## src/rtl/clk_seq_pkg.sv

```systemverilog
package clk_seq_pkg;

    typedef enum logic [1:0] {
        SQ_IDLE = 2'd0,
        SQ_ARM  = 2'd1,
        SQ_WAIT = 2'd2,
        SQ_POST = 2'd3
    } seq_state_e;

endpackage

```

## src/rtl/csq_rate_table.sv

```systemverilog
module csq_rate_table #(
    parameter int RATE_W  = 16,
    parameter int ADDR_W  = 12,
    parameter int DATA_W  = 32,
    parameter int NUM_ENT = 4,
    parameter int AUX_N   = 2,
    localparam int IDX_W  = $clog2(NUM_ENT)
) (
    input  logic                      clk,
    input  logic                      rst_n,
    input  logic                      wr_ok,
    input  logic [IDX_W-1:0]          set_idx,
    input  logic [RATE_W-1:0]         set_rate,
    input  logic [AUX_N*ADDR_W-1:0]   set_addr,
    input  logic [AUX_N*DATA_W-1:0]   set_val,
    input  logic [RATE_W-1:0]         look_rate,
    output logic                      hit,
    output logic [IDX_W-1:0]          hit_idx,
    input  logic [IDX_W-1:0]          rd_idx,
    output logic [AUX_N*ADDR_W-1:0]   rd_addr,
    output logic [AUX_N*DATA_W-1:0]   rd_val
);

    typedef struct packed {
        logic                           vld;
        logic [RATE_W-1:0]              rate;
        logic [AUX_N-1:0][ADDR_W-1:0]   addr;
        logic [AUX_N-1:0][DATA_W-1:0]   val;
    } ent_t;

    ent_t [NUM_ENT-1:0] tbl_d, tbl_q;
    logic [NUM_ENT-1:0] match_vec;

    always_comb begin
        tbl_d = tbl_q;
        if (wr_ok) begin
            tbl_d[set_idx].vld  = 1'b1;
            tbl_d[set_idx].rate = set_rate;
            tbl_d[set_idx].addr = set_addr;
            tbl_d[set_idx].val  = set_val;
        end
    end

    always_ff @(posedge clk or negedge rst_n) begin
        if (!rst_n) tbl_q <= '0;
        else        tbl_q <= tbl_d;
    end

    for (genvar i = 0; i < NUM_ENT; i++) begin : g_match
        assign match_vec[i] = tbl_q[i].vld && (tbl_q[i].rate == look_rate);
    end

    always_comb begin
        hit     = |match_vec;
        hit_idx = '0;
        for (int i = NUM_ENT - 1; i >= 0; i--) begin
            if (match_vec[i]) hit_idx = IDX_W'(i);
        end
    end

    assign rd_addr = tbl_q[rd_idx].addr;
    assign rd_val  = tbl_q[rd_idx].val;

    p_cfg_lands_r10: assert property (@(posedge clk) disable iff (!rst_n)
        wr_ok |=> (tbl_q[$past(set_idx)].vld && tbl_q[$past(set_idx)].rate == $past(set_rate)));

endmodule

```

## src/rtl/csq_alt_div.sv

```systemverilog
module csq_alt_div #(
    parameter int RATE_W = 16,
    parameter int DIV_W  = 4
) (
    input  logic [RATE_W-1:0] alt_rate,
    input  logic [RATE_W-1:0] old_rate,
    output logic              need_div,
    output logic [DIV_W-1:0]  div_val,
    output logic              clamped
);

    localparam logic [RATE_W:0] DIV_MAX = (RATE_W+1)'((1 << DIV_W) - 1);

    logic [RATE_W:0] quot;
    logic [RATE_W:0] minus1;

    always_comb begin
        need_div = alt_rate > old_rate;
        quot     = '0;
        minus1   = '0;
        clamped  = 1'b0;
        div_val  = '0;
        if (need_div) begin
            if (old_rate == '0) begin
                clamped = 1'b1;
                div_val = DIV_MAX[DIV_W-1:0];
            end else begin
                quot    = ({1'b0, alt_rate} + {1'b0, old_rate} - 1'b1) / {1'b0, old_rate};
                minus1  = quot - 1'b1;
                clamped = minus1 > DIV_MAX;
                div_val = clamped ? DIV_MAX[DIV_W-1:0] : minus1[DIV_W-1:0];
            end
        end
    end

endmodule

```

## src/rtl/clk_rate_seq.sv

```systemverilog
module clk_rate_seq
    import clk_seq_pkg::*;
#(
    parameter int RATE_W  = 16,
    parameter int ADDR_W  = 12,
    parameter int DATA_W  = 32,
    parameter int NUM_ENT = 4,
    parameter int AUX_N   = 2,
    parameter int DIV_W   = 4,
    parameter int MUX_BIT = 7,
    parameter logic [ADDR_W-1:0] CORE_ADDR = 12'h044,
    localparam int IDX_W  = $clog2(NUM_ENT),
    localparam int STEP_W = $clog2(AUX_N + 2)
) (
    input  logic                      clk,
    input  logic                      rst_n,
    input  logic                      cfg_we,
    input  logic [IDX_W-1:0]          cfg_idx,
    input  logic [RATE_W-1:0]         cfg_rate,
    input  logic [AUX_N*ADDR_W-1:0]   cfg_addr,
    input  logic [AUX_N*DATA_W-1:0]   cfg_val,
    input  logic                      req_valid,
    input  logic [RATE_W-1:0]         req_old_rate,
    input  logic [RATE_W-1:0]         req_new_rate,
    input  logic [RATE_W-1:0]         alt_rate,
    input  logic                      pll_lock,
    output logic                      pll_req,
    output logic                      wr_en,
    output logic [ADDR_W-1:0]         wr_addr,
    output logic [DATA_W-1:0]         wr_data,
    output logic                      busy,
    output logic                      done,
    output logic                      err,
    output logic                      clamp_warn
);

    localparam int HALF = DATA_W / 2;
    localparam logic [HALF-1:0] MUX_M = HALF'(1) << MUX_BIT;
    localparam logic [HALF-1:0] DIV_M = HALF'((1 << DIV_W) - 1);
    localparam logic [DATA_W-1:0] PRE_PLAIN = {MUX_M, MUX_M};
    localparam logic [DATA_W-1:0] PRE_DIV   = {MUX_M | DIV_M, MUX_M};
    localparam logic [DATA_W-1:0] RESTORE   = {MUX_M | DIV_M, {HALF{1'b0}}};
    localparam logic [STEP_W-1:0] LAST_STEP = STEP_W'(AUX_N);

    typedef struct packed {
        seq_state_e          st;
        logic [STEP_W-1:0]   step;
        logic [IDX_W-1:0]    idx;
        logic                up;
        logic                down;
        logic                wr_en;
        logic [ADDR_W-1:0]   wr_addr;
        logic [DATA_W-1:0]   wr_data;
        logic                pll_req;
        logic                busy;
        logic                done;
        logic                err;
        logic                warn;
    } seq_t;

    seq_t s_d, s_q;

    logic                             hit;
    logic [IDX_W-1:0]                 hit_idx;
    logic [AUX_N-1:0][ADDR_W-1:0]     slot_addr;
    logic [AUX_N-1:0][DATA_W-1:0]     slot_val;
    logic                             need_div;
    logic [DIV_W-1:0]                 div_val;
    logic                             clamped;

    csq_rate_table #(
        .RATE_W (RATE_W),
        .ADDR_W (ADDR_W),
        .DATA_W (DATA_W),
        .NUM_ENT(NUM_ENT),
        .AUX_N  (AUX_N)
    ) u_tbl (
        .clk      (clk),
        .rst_n    (rst_n),
        .wr_ok    (cfg_we && !s_q.busy),
        .set_idx  (cfg_idx),
        .set_rate (cfg_rate),
        .set_addr (cfg_addr),
        .set_val  (cfg_val),
        .look_rate(req_new_rate),
        .hit      (hit),
        .hit_idx  (hit_idx),
        .rd_idx   (s_q.idx),
        .rd_addr  (slot_addr),
        .rd_val   (slot_val)
    );

    csq_alt_div #(
        .RATE_W(RATE_W),
        .DIV_W (DIV_W)
    ) u_div (
        .alt_rate(alt_rate),
        .old_rate(req_old_rate),
        .need_div(need_div),
        .div_val (div_val),
        .clamped (clamped)
    );

    // Post-lock slot that the next registered write will carry.
    logic [STEP_W-1:0]  sel_step;
    logic [STEP_W-1:0]  aux_k;
    logic               core_slot;
    logic [ADDR_W-1:0]  aux_addr;
    logic [DATA_W-1:0]  aux_val;
    logic               emit_en;
    logic [ADDR_W-1:0]  emit_addr;
    logic [DATA_W-1:0]  emit_data;

    always_comb begin
        sel_step  = (s_q.st == SQ_POST) ? s_q.step + 1'b1 : '0;
        core_slot = s_q.up ? (sel_step == LAST_STEP) : (sel_step == '0);
        aux_k     = s_q.up ? sel_step : sel_step - 1'b1;
        aux_addr  = '0;
        aux_val   = '0;
        for (int k = 0; k < AUX_N; k++) begin
            if (aux_k == STEP_W'(k)) begin
                aux_addr = slot_addr[k];
                aux_val  = slot_val[k];
            end
        end
        emit_en   = core_slot || ((aux_addr != '0) && (s_q.up || s_q.down));
        emit_addr = core_slot ? CORE_ADDR : aux_addr;
        emit_data = core_slot ? RESTORE : aux_val;
    end

    always_comb begin
        s_d       = s_q;
        s_d.wr_en = 1'b0;
        s_d.done  = 1'b0;
        s_d.err   = 1'b0;
        s_d.warn  = 1'b0;
        unique case (s_q.st)
            SQ_IDLE: begin
                if (req_valid) begin
                    if (!hit) begin
                        s_d.err = 1'b1;
                    end else begin
                        s_d.st      = SQ_ARM;
                        s_d.busy    = 1'b1;
                        s_d.idx     = hit_idx;
                        s_d.up      = req_new_rate > req_old_rate;
                        s_d.down    = req_new_rate < req_old_rate;
                        s_d.wr_en   = 1'b1;
                        s_d.wr_addr = CORE_ADDR;
                        s_d.wr_data = need_div ? (PRE_DIV | DATA_W'(div_val)) : PRE_PLAIN;
                        s_d.warn    = clamped;
                    end
                end
            end
            SQ_ARM: begin
                s_d.pll_req = 1'b1;
                s_d.st      = SQ_WAIT;
            end
            SQ_WAIT: begin
                if (pll_lock) begin
                    s_d.pll_req = 1'b0;
                    s_d.st      = SQ_POST;
                    s_d.step    = '0;
                    s_d.wr_en   = emit_en;
                    s_d.wr_addr = emit_addr;
                    s_d.wr_data = emit_data;
                end
            end
            SQ_POST: begin
                if (s_q.step == LAST_STEP) begin
                    s_d.st   = SQ_IDLE;
                    s_d.busy = 1'b0;
                    s_d.done = 1'b1;
                end else begin
                    s_d.step    = sel_step;
                    s_d.wr_en   = emit_en;
                    s_d.wr_addr = emit_addr;
                    s_d.wr_data = emit_data;
                end
            end
            default: s_d.st = SQ_IDLE;
        endcase
    end

    always_ff @(posedge clk or negedge rst_n) begin
        if (!rst_n) begin
            s_q    <= '0;
            s_q.st <= SQ_IDLE;
        end else begin
            s_q <= s_d;
        end
    end

    assign pll_req    = s_q.pll_req;
    assign wr_en      = s_q.wr_en;
    assign wr_addr    = s_q.wr_addr;
    assign wr_data    = s_q.wr_data;
    assign busy       = s_q.busy;
    assign done       = s_q.done;
    assign err        = s_q.err;
    assign clamp_warn = s_q.warn;

    p_err_quiet_r1: assert property (@(posedge clk) disable iff (!rst_n)
        err |-> (!busy && !wr_en));

    p_accept_alt_r2: assert property (@(posedge clk) disable iff (!rst_n)
        $rose(busy) |-> (wr_en && wr_addr == CORE_ADDR && wr_data[MUX_BIT]));

    p_warn_on_write_r3: assert property (@(posedge clk) disable iff (!rst_n)
        clamp_warn |-> (wr_en && $rose(busy)));

    p_pll_hold_r5: assert property (@(posedge clk) disable iff (!rst_n)
        (pll_req && !pll_lock) |=> pll_req);

    p_pll_no_write_r5: assert property (@(posedge clk) disable iff (!rst_n)
        pll_req |-> !wr_en);

    p_done_pulse_r9: assert property (@(posedge clk) disable iff (!rst_n)
        done |=> !done);

    p_done_ends_busy_r9: assert property (@(posedge clk) disable iff (!rst_n)
        done |-> (!busy && $past(busy)));

endmodule

```

## config.mk

```make
export PLATFORM = sky130hd
export DESIGN_NAME = clk_rate_seq
export DESIGN_NICKNAME = d
export VERILOG_FILES = /design/src/rtl/clk_seq_pkg.sv /design/src/rtl/csq_rate_table.sv /design/src/rtl/csq_alt_div.sv /design/src/rtl/clk_rate_seq.sv
export SDC_FILE = /design/constraint.sdc
export NUM_CORES = 1
export LEC_CHECK = 0
export CORE_ASPECT_RATIO = 0.8
export CORE_UTILIZATION = 60
export CTS_BUF_LIST = sky130_fd_sc_hd__clkbuf_8
export CTS_CLUSTER_SIZE = 10
export DETAILED_ROUTE_END_ITERATION = 8
export DONT_BUFFER_PORTS = 1
export GPL_TIMING_DRIVEN = 1
export PLACE_DENSITY = 0.76
export SKIP_CTS_REPAIR_TIMING = 1
export SLEW_MARGIN = 20
export SYNTH_ARGS = -nofsm -noshare
export SYNTH_HDL_FRONTEND = slang
export SYNTH_SLANG_ARGS = --single-unit
```

## constraint.sdc

```tcl
create_clock -name clk -period 9.5 [get_ports clk]
set_input_delay 1.9 -clock clk [delete_from_list [all_inputs] [get_ports clk]]
set_output_delay 1.9 -clock clk [all_outputs]
set_load 0.005 [all_outputs]
```

Word-level counts from Yosys, hierarchy flattened:

Index checks and enable logic that the tools add are counted.

* add/sub/neg operators: 5
* multipliers: 0
* div/mod/pow operators: 1
* magnitude comparators: 7
* eq/ne operators: 15
* shift operators: 0
* multiplexer cells: 54
* bitwise gates (word level): 0
* reductions and logical operators: 26

Operators with widths (number)
* $bwmux 420: 4
* $demux 105 s2: 4
* $bmux 105 s2: 1
* $mux 88: 2
* $mux 45: 3
* $pmux 45 s3: 1
* $mux 105: 1
* $mux 104: 1
* $mux 32: 3
* $eq 16x16->1: 4
* $mux 64: 1
* $mux 46: 1
* $mux 12: 3
* $sub 17x1->17 const B: 2
* $gt 16x16->1: 2
* $mux 2: 13
* $mux 20: 1
* $add 16x16->17: 1
* $div 17x16->17: 1
* $gt 17x4->1 const B: 1
* $logic_not 16->1: 1
* $lt 16x16->1: 1
* $mux 4: 3
* $reduce_bool 12->1: 1
* 23 further kinds: 52

* register bits: 478
* latch bits: 0
* RAM bits: 0
* bits in read-only memories: 0
* bits of input ports: 159
* output and inout bits: 50
* memories: 0

Depth between registers and ports, before layout:

* depth in word-level cells: 12
* gate-level depth with buffers: 167

Cells and area by module:

A second synthesis with hierarchy kept.

* cell total of the unflattened synthesis: 2884
* area total of the unflattened synthesis: 31659.1 µm²

By module, submodules not included
* csq_rate_table: instances 1, cells each 1091, area each 18322.6 µm², sequential area each 10510.1 µm²
* csq_alt_div: instances 1, cells each 1401, area each 9626.7 µm², sequential area each 0.0 µm²
* clk_rate_seq: instances 1, cells each 392, area each 3709.8 µm², sequential area each 1451.4 µm²

Worst setup path after synthesis:

No wires, ideal clock.

* path kind: input -> register
* from: input req_old_rate[2]
* to: register s_q (netlist bit wr_data[2])
* library setup time: 0.092 ns
* arrival time: 32.999 ns
* required time: 9.408 ns
* setup slack: -23.591 ns
* cell stages on the path: 150
* path buffers: 13
* path through: inv_1 ha_1 inv_1 ha_1 a211oi_1 o221ai_1 a22oi_1 o21bai_1 nand3_1 nand2_1 xor2_1 ha_1 a21oi_1 ha_1 o21ai_0 a21boi_0 nand2_1 nand3b_1 (+114 left out) ha_1 a21o_1 a21oi_1 o22ai_1 o21bai_1 and3_1 nand4_1 a211oi_4 a21oi_1 inv_1 ha_1 or3_1 nor4b_1 a31oi_1 a21oi_1 mux2i_1 o21ba_1 o31ai_2

* longest elaborated chain between the ends: 11

RTL lines
* start: declaration: line clk_rate_seq.sv:23 `input logic [RATE_W-1:0] req_old_rate,`
* $add 16x16->17: line csq_alt_div.sv:28 `quot = ({1'b0, alt_rate} + {1'b0, old_rate} - 1'b1) / {1'b0, old_rate};`
* $sub 17x1->17: line csq_alt_div.sv:28
* $div 17x16->17: line csq_alt_div.sv:28
* $sub 17x1->17: line csq_alt_div.sv:29 `minus1 = quot - 1'b1;`
* $gt 17x4->1: line csq_alt_div.sv:30 `clamped = minus1 > DIV_MAX;`
* $mux 4: line csq_alt_div.sv:31 `div_val = clamped ? DIV_MAX[DIV_W-1:0] : minus1[DIV_W-1:0];`
* $mux 4: line csq_alt_div.sv:24 `if (old_rate == '0) begin`
* $mux 20 *: line clk_rate_seq.sv:150 `s_d.wr_data = need_div ? (PRE_DIV | DATA_W'(div_val)) : PRE_PLAIN;`
* $mux 45 *: line clk_rate_seq.sv:140 `if (!hit) begin`
* $mux 45 *: line clk_rate_seq.sv:139 `if (req_valid) begin`
* $pmux 45 s3 *: line clk_rate_seq.sv:137 `unique case (s_q.st)`
* end: declaration: line clk_rate_seq.sv:61 `seq_t s_d, s_q;`

Mark *: on every way between the ends. The rest lies on a longest branch, timed or not. The select of a mux whose other input is x is not followed.
A chain may end at the register's enable or synchronous reset.

Worst setup path in the final report:

* from: input req_old_rate[2]
* to: register s_q (netlist bit wr_data[1])

The elaborated chain is that of the path after synthesis.

==> results by group <==
Synthesis
  – Warnings, synthesis: 0
  – Avg Inst Size Synth: 10.9 sq um
  – Share of the synthesized area in the top cell type: 38.0%
  – Top cells by area, synth: dfrtp_1 (38%), mux2_2 (16%), ha_1 (8.9%)
  – Post-synth cell types: 89
  – Syn_nets: 3,268
  – Post-synth EDFFs: 0
  – Mux contribution to synthesized area: 23.5%
  – Post-Syn Area: 31,500 sq um
  – Post-Syn Instances: 2,883
  – Yosys reg bits: 478
  – Xor and xnor area share after synthesis: 4.42%
  – Sequential share of the synthesized area: 38.0%
  – Post-synth top area cell: dfrtp_1
  – Synth Area in Compound Gates: 12.0%
  – Primary FF master, synth: dfrtp_1
  – Ys async rst share: 100%
  – Simple-gate share of the synthesized area: 9.13%
  – Largest family of logic cells by synthesized area: multiplexers
  – Adder-cell share of the synthesized area: 9.03%

Global routing
  – Largest net degree at the start of global routing: 479
  – Antenna violations before repair: 0
  – Tot GR Track Use: 35.8%
  – First-pass GRT wire length: 148,000 um
  – Vias in the first global route: 26,145
  – Grt total ovfl: 0

Placed design
  – HPWL Detailed: 71,000 um
  – Routability cong.: 0.992
  – # port buffers: 0

Critical path
  – Reg-to-reg slack, setup: 4890 ps
  – Startpoint Class: primary input
  – Slowest cell delay on critical path: 520 ps
  – Worst Path Arrival: 30,690 ps
  – Worst reg2reg path startpoint: u_tbl.tbl_q[199]
  – Reg2reg path depth: 10
  – Setup crit end kind: register
  – WS Path Type: in -> reg
  – Most used cell, CP: ha_4
  – Critical path peak fanout: 9
  – Worst Path Required: 10,080 ps
  – CP max stage cell: or4b_4
  – Worst r2r dst: wr_data[3]

Clocking
  – Number of CTS-inserted buffers: 61
  – H-tree levels: 2
  – Clk Latency, worst-skew pair: 650 ps
  – Clk root buf: clkbuf_8
  – CTS sink count: 478
  – Max Buffers Root-to-Sink: 3
  – Clock transition at path regs: 70 ps
  – CTS tree: yes

STA
  – RSZ-0062 raised after global routing: yes
  – Setup_tns: -102,440 ps
  – Max Fclk: 33.2 MHz
  – Setup slack after layout: -20,610 ps
  – Final Hold Viols: 0
  – Hold_ws: 482 ps
  – Post-route minimum period: 30,110 ps
  – Final clock skew: 36.4 ps
  – Final setup violation count: 5
  – Slew Limit Headroom: 12.2%
  – Max Slew Vio Count: 0
  – Worst slew pin tran: 1320 ps
  – Period utilization: 317%

Power and ir drop
  – Leak Pwr: 0.0176 uW
  – Pwr Density: 252 nW/um^2
  – Worst VDD drop: 0.000216 V

Outcome
  – Failing checks: negative setup slack
  – Outcome: complete, but fails checks

Layout
  – Area grow syn2layout: 25.5%
  – Layout cells sized above 1: 44.7%
  – Util after Layout: 76.8%
  – Nets: 3,831
  – # fillers: 3,362

Die
  – # rows: 74
  – DIE HEIGHT: 207 um
  – # IOs: 209
  – Core ar.: 51,500 sq um
  – DIE WIDTH: 258 um
  – Initial Util: 61.2%
  – Die ar.: 53,400 sq um

Run
  – Max-Cap Viols: 0

Routing
  – Initial DRC count: 2,039
  – Vias per cell: 6.21
  – Vias: 25,855
  – Final ANT Viol Nets: 0
  – DR WL/cell: 23.7 um
  – First-pass iteration count of the detailed router: 5
  – Total Wirelength: 98,500 um
  – DRC viols: 0

Min path
  – Worst hold start: u_tbl.tbl_q[209]
  – Min-delay worst type: reg -> reg
  – Hold Path Sink: u_tbl.tbl_q[209]
  – Worst Hold Path Cells: 1
how the worst max path moves through the flow:
| stage | start | endpoint | slack, ps | cells past startpoint |
|---|---|---|---|---|
| after floorplan | req_old_rate[1] | wr_data[2] | -20310 | 150 |
| after global placement | req_old_rate[7] | wr_data[1] | -21100 | 151 |
| after detailed placement | req_old_rate[8] | wr_data[1] | -22120 | 153 |
| after CTS | req_old_rate[8] | wr_data[1] | -21580 | 155 |
| after global routing | req_old_rate[2] | wr_data[1] | -21690 | 148 |
| final | req_old_rate[2] | wr_data[1] | -20610 | 149 |
metrics by stage:
step	instance area (sq um)	instances	setup slack, ps	total power [uW]
floorplan	32300	2883	-20310	5810
global placement	36800	4007	-21100	7690
detailed placement	36800	4007	-22120	7890
CTS	37900	4102	-21580	9340
global route	39500	4162	-21690	10600
finish	39500	4163	-20610	9980
Yosys cell counts (all sizes together) (40+ instances only):
cell      n
o21ai   110
clkbuf   95
nor2    146
ha      225
inv     119
nand3    40
mux2    449
dfrtp   478
nor3     56
buf      63
a21oi   147
o31ai    44
nand2   199
xnor2    85
xor2     74
mux4     88
a21o     58
registers in the layout (all words and copies together), names as in the netlist:
name,flops
wr_en,1
u_tbl.tbl_q,420
pll_req,1
wr_addr,12
wr_data,32
err,1
done,1
busy,1
clamp_warn,1
s_q,8
metal layers:
layer  track usage (%)  wire (um)
met1              50.5      43400
met2              56.6      45400
met3              7.19       7150
met4              9.66       2500
met5                 0          0
final cells by class:
class                      count  area (sq um)  area share, %
clock buffer                  70           963           2.44
inverter                     119           463           1.17
clock inverter                25           135          0.342
antenna                        1          2.50        0.00633
timing repair buffer         657          5030           12.7
multi-input combinational   2129         20100           50.9
tap                          684           856           2.16
sequential                   478         12000           30.3
power by group:
group	total (uW)	switching, uW	leakage (uW)	internal, uW
sequential	2620	224	0.00574	2400
combinational	5930	2840	0.0112	3090
clock	1430	743	0.000626	688
total	9980	3810	0.0176	6180
critical path: cells and delay by family:
| family | cells | cell delay, ps |
|---|---|---|
| XOR/XNOR | 2 | 340 |
| buffers and inverters | 15 | 2130 |
| adder cells (fa/ha/maj) | 20 | 5130 |
| multiplexers | 8 | 1960 |
| AO/OA/AOI/OAI | 68 | 13550 |
| AND/OR/NAND/NOR | 36 | 5580 |
logic make-up after synthesis:
group           Yosys count
flops                   478
fa+ha+maj               227
buf+inv                 277
simple gates            598
compound gates          570
xor+xnor                159
mux                     574
cell usage in the layout (no fill, tap or decap), types with 10 or more instances in the layout:
cell type,n
o21a_1,35
clkbuf_8,70
nand2_1,187
nor2_1,131
nor4_1,18
o21ai_1,15
mux4_2,88
o21ai_0,71
a21o_1,58
o21ai_2,19
a21oi_2,37
xnor2_1,83
inv_1,124
ha_4,44
nor3_1,48
buf_6,13
nand4_1,21
mux2_4,10
mux2_2,439
xor2_1,71
o31ai_1,32
o211ai_1,22
mux2i_1,32
nand3_1,33
dfrtp_1,476
a21oi_1,109
ha_1,177
nor2b_1,15
buf_4,637
a31oi_1,16
nand2b_1,18
o21bai_1,21
No activity file was read; power rests on OpenSTA's default activity.
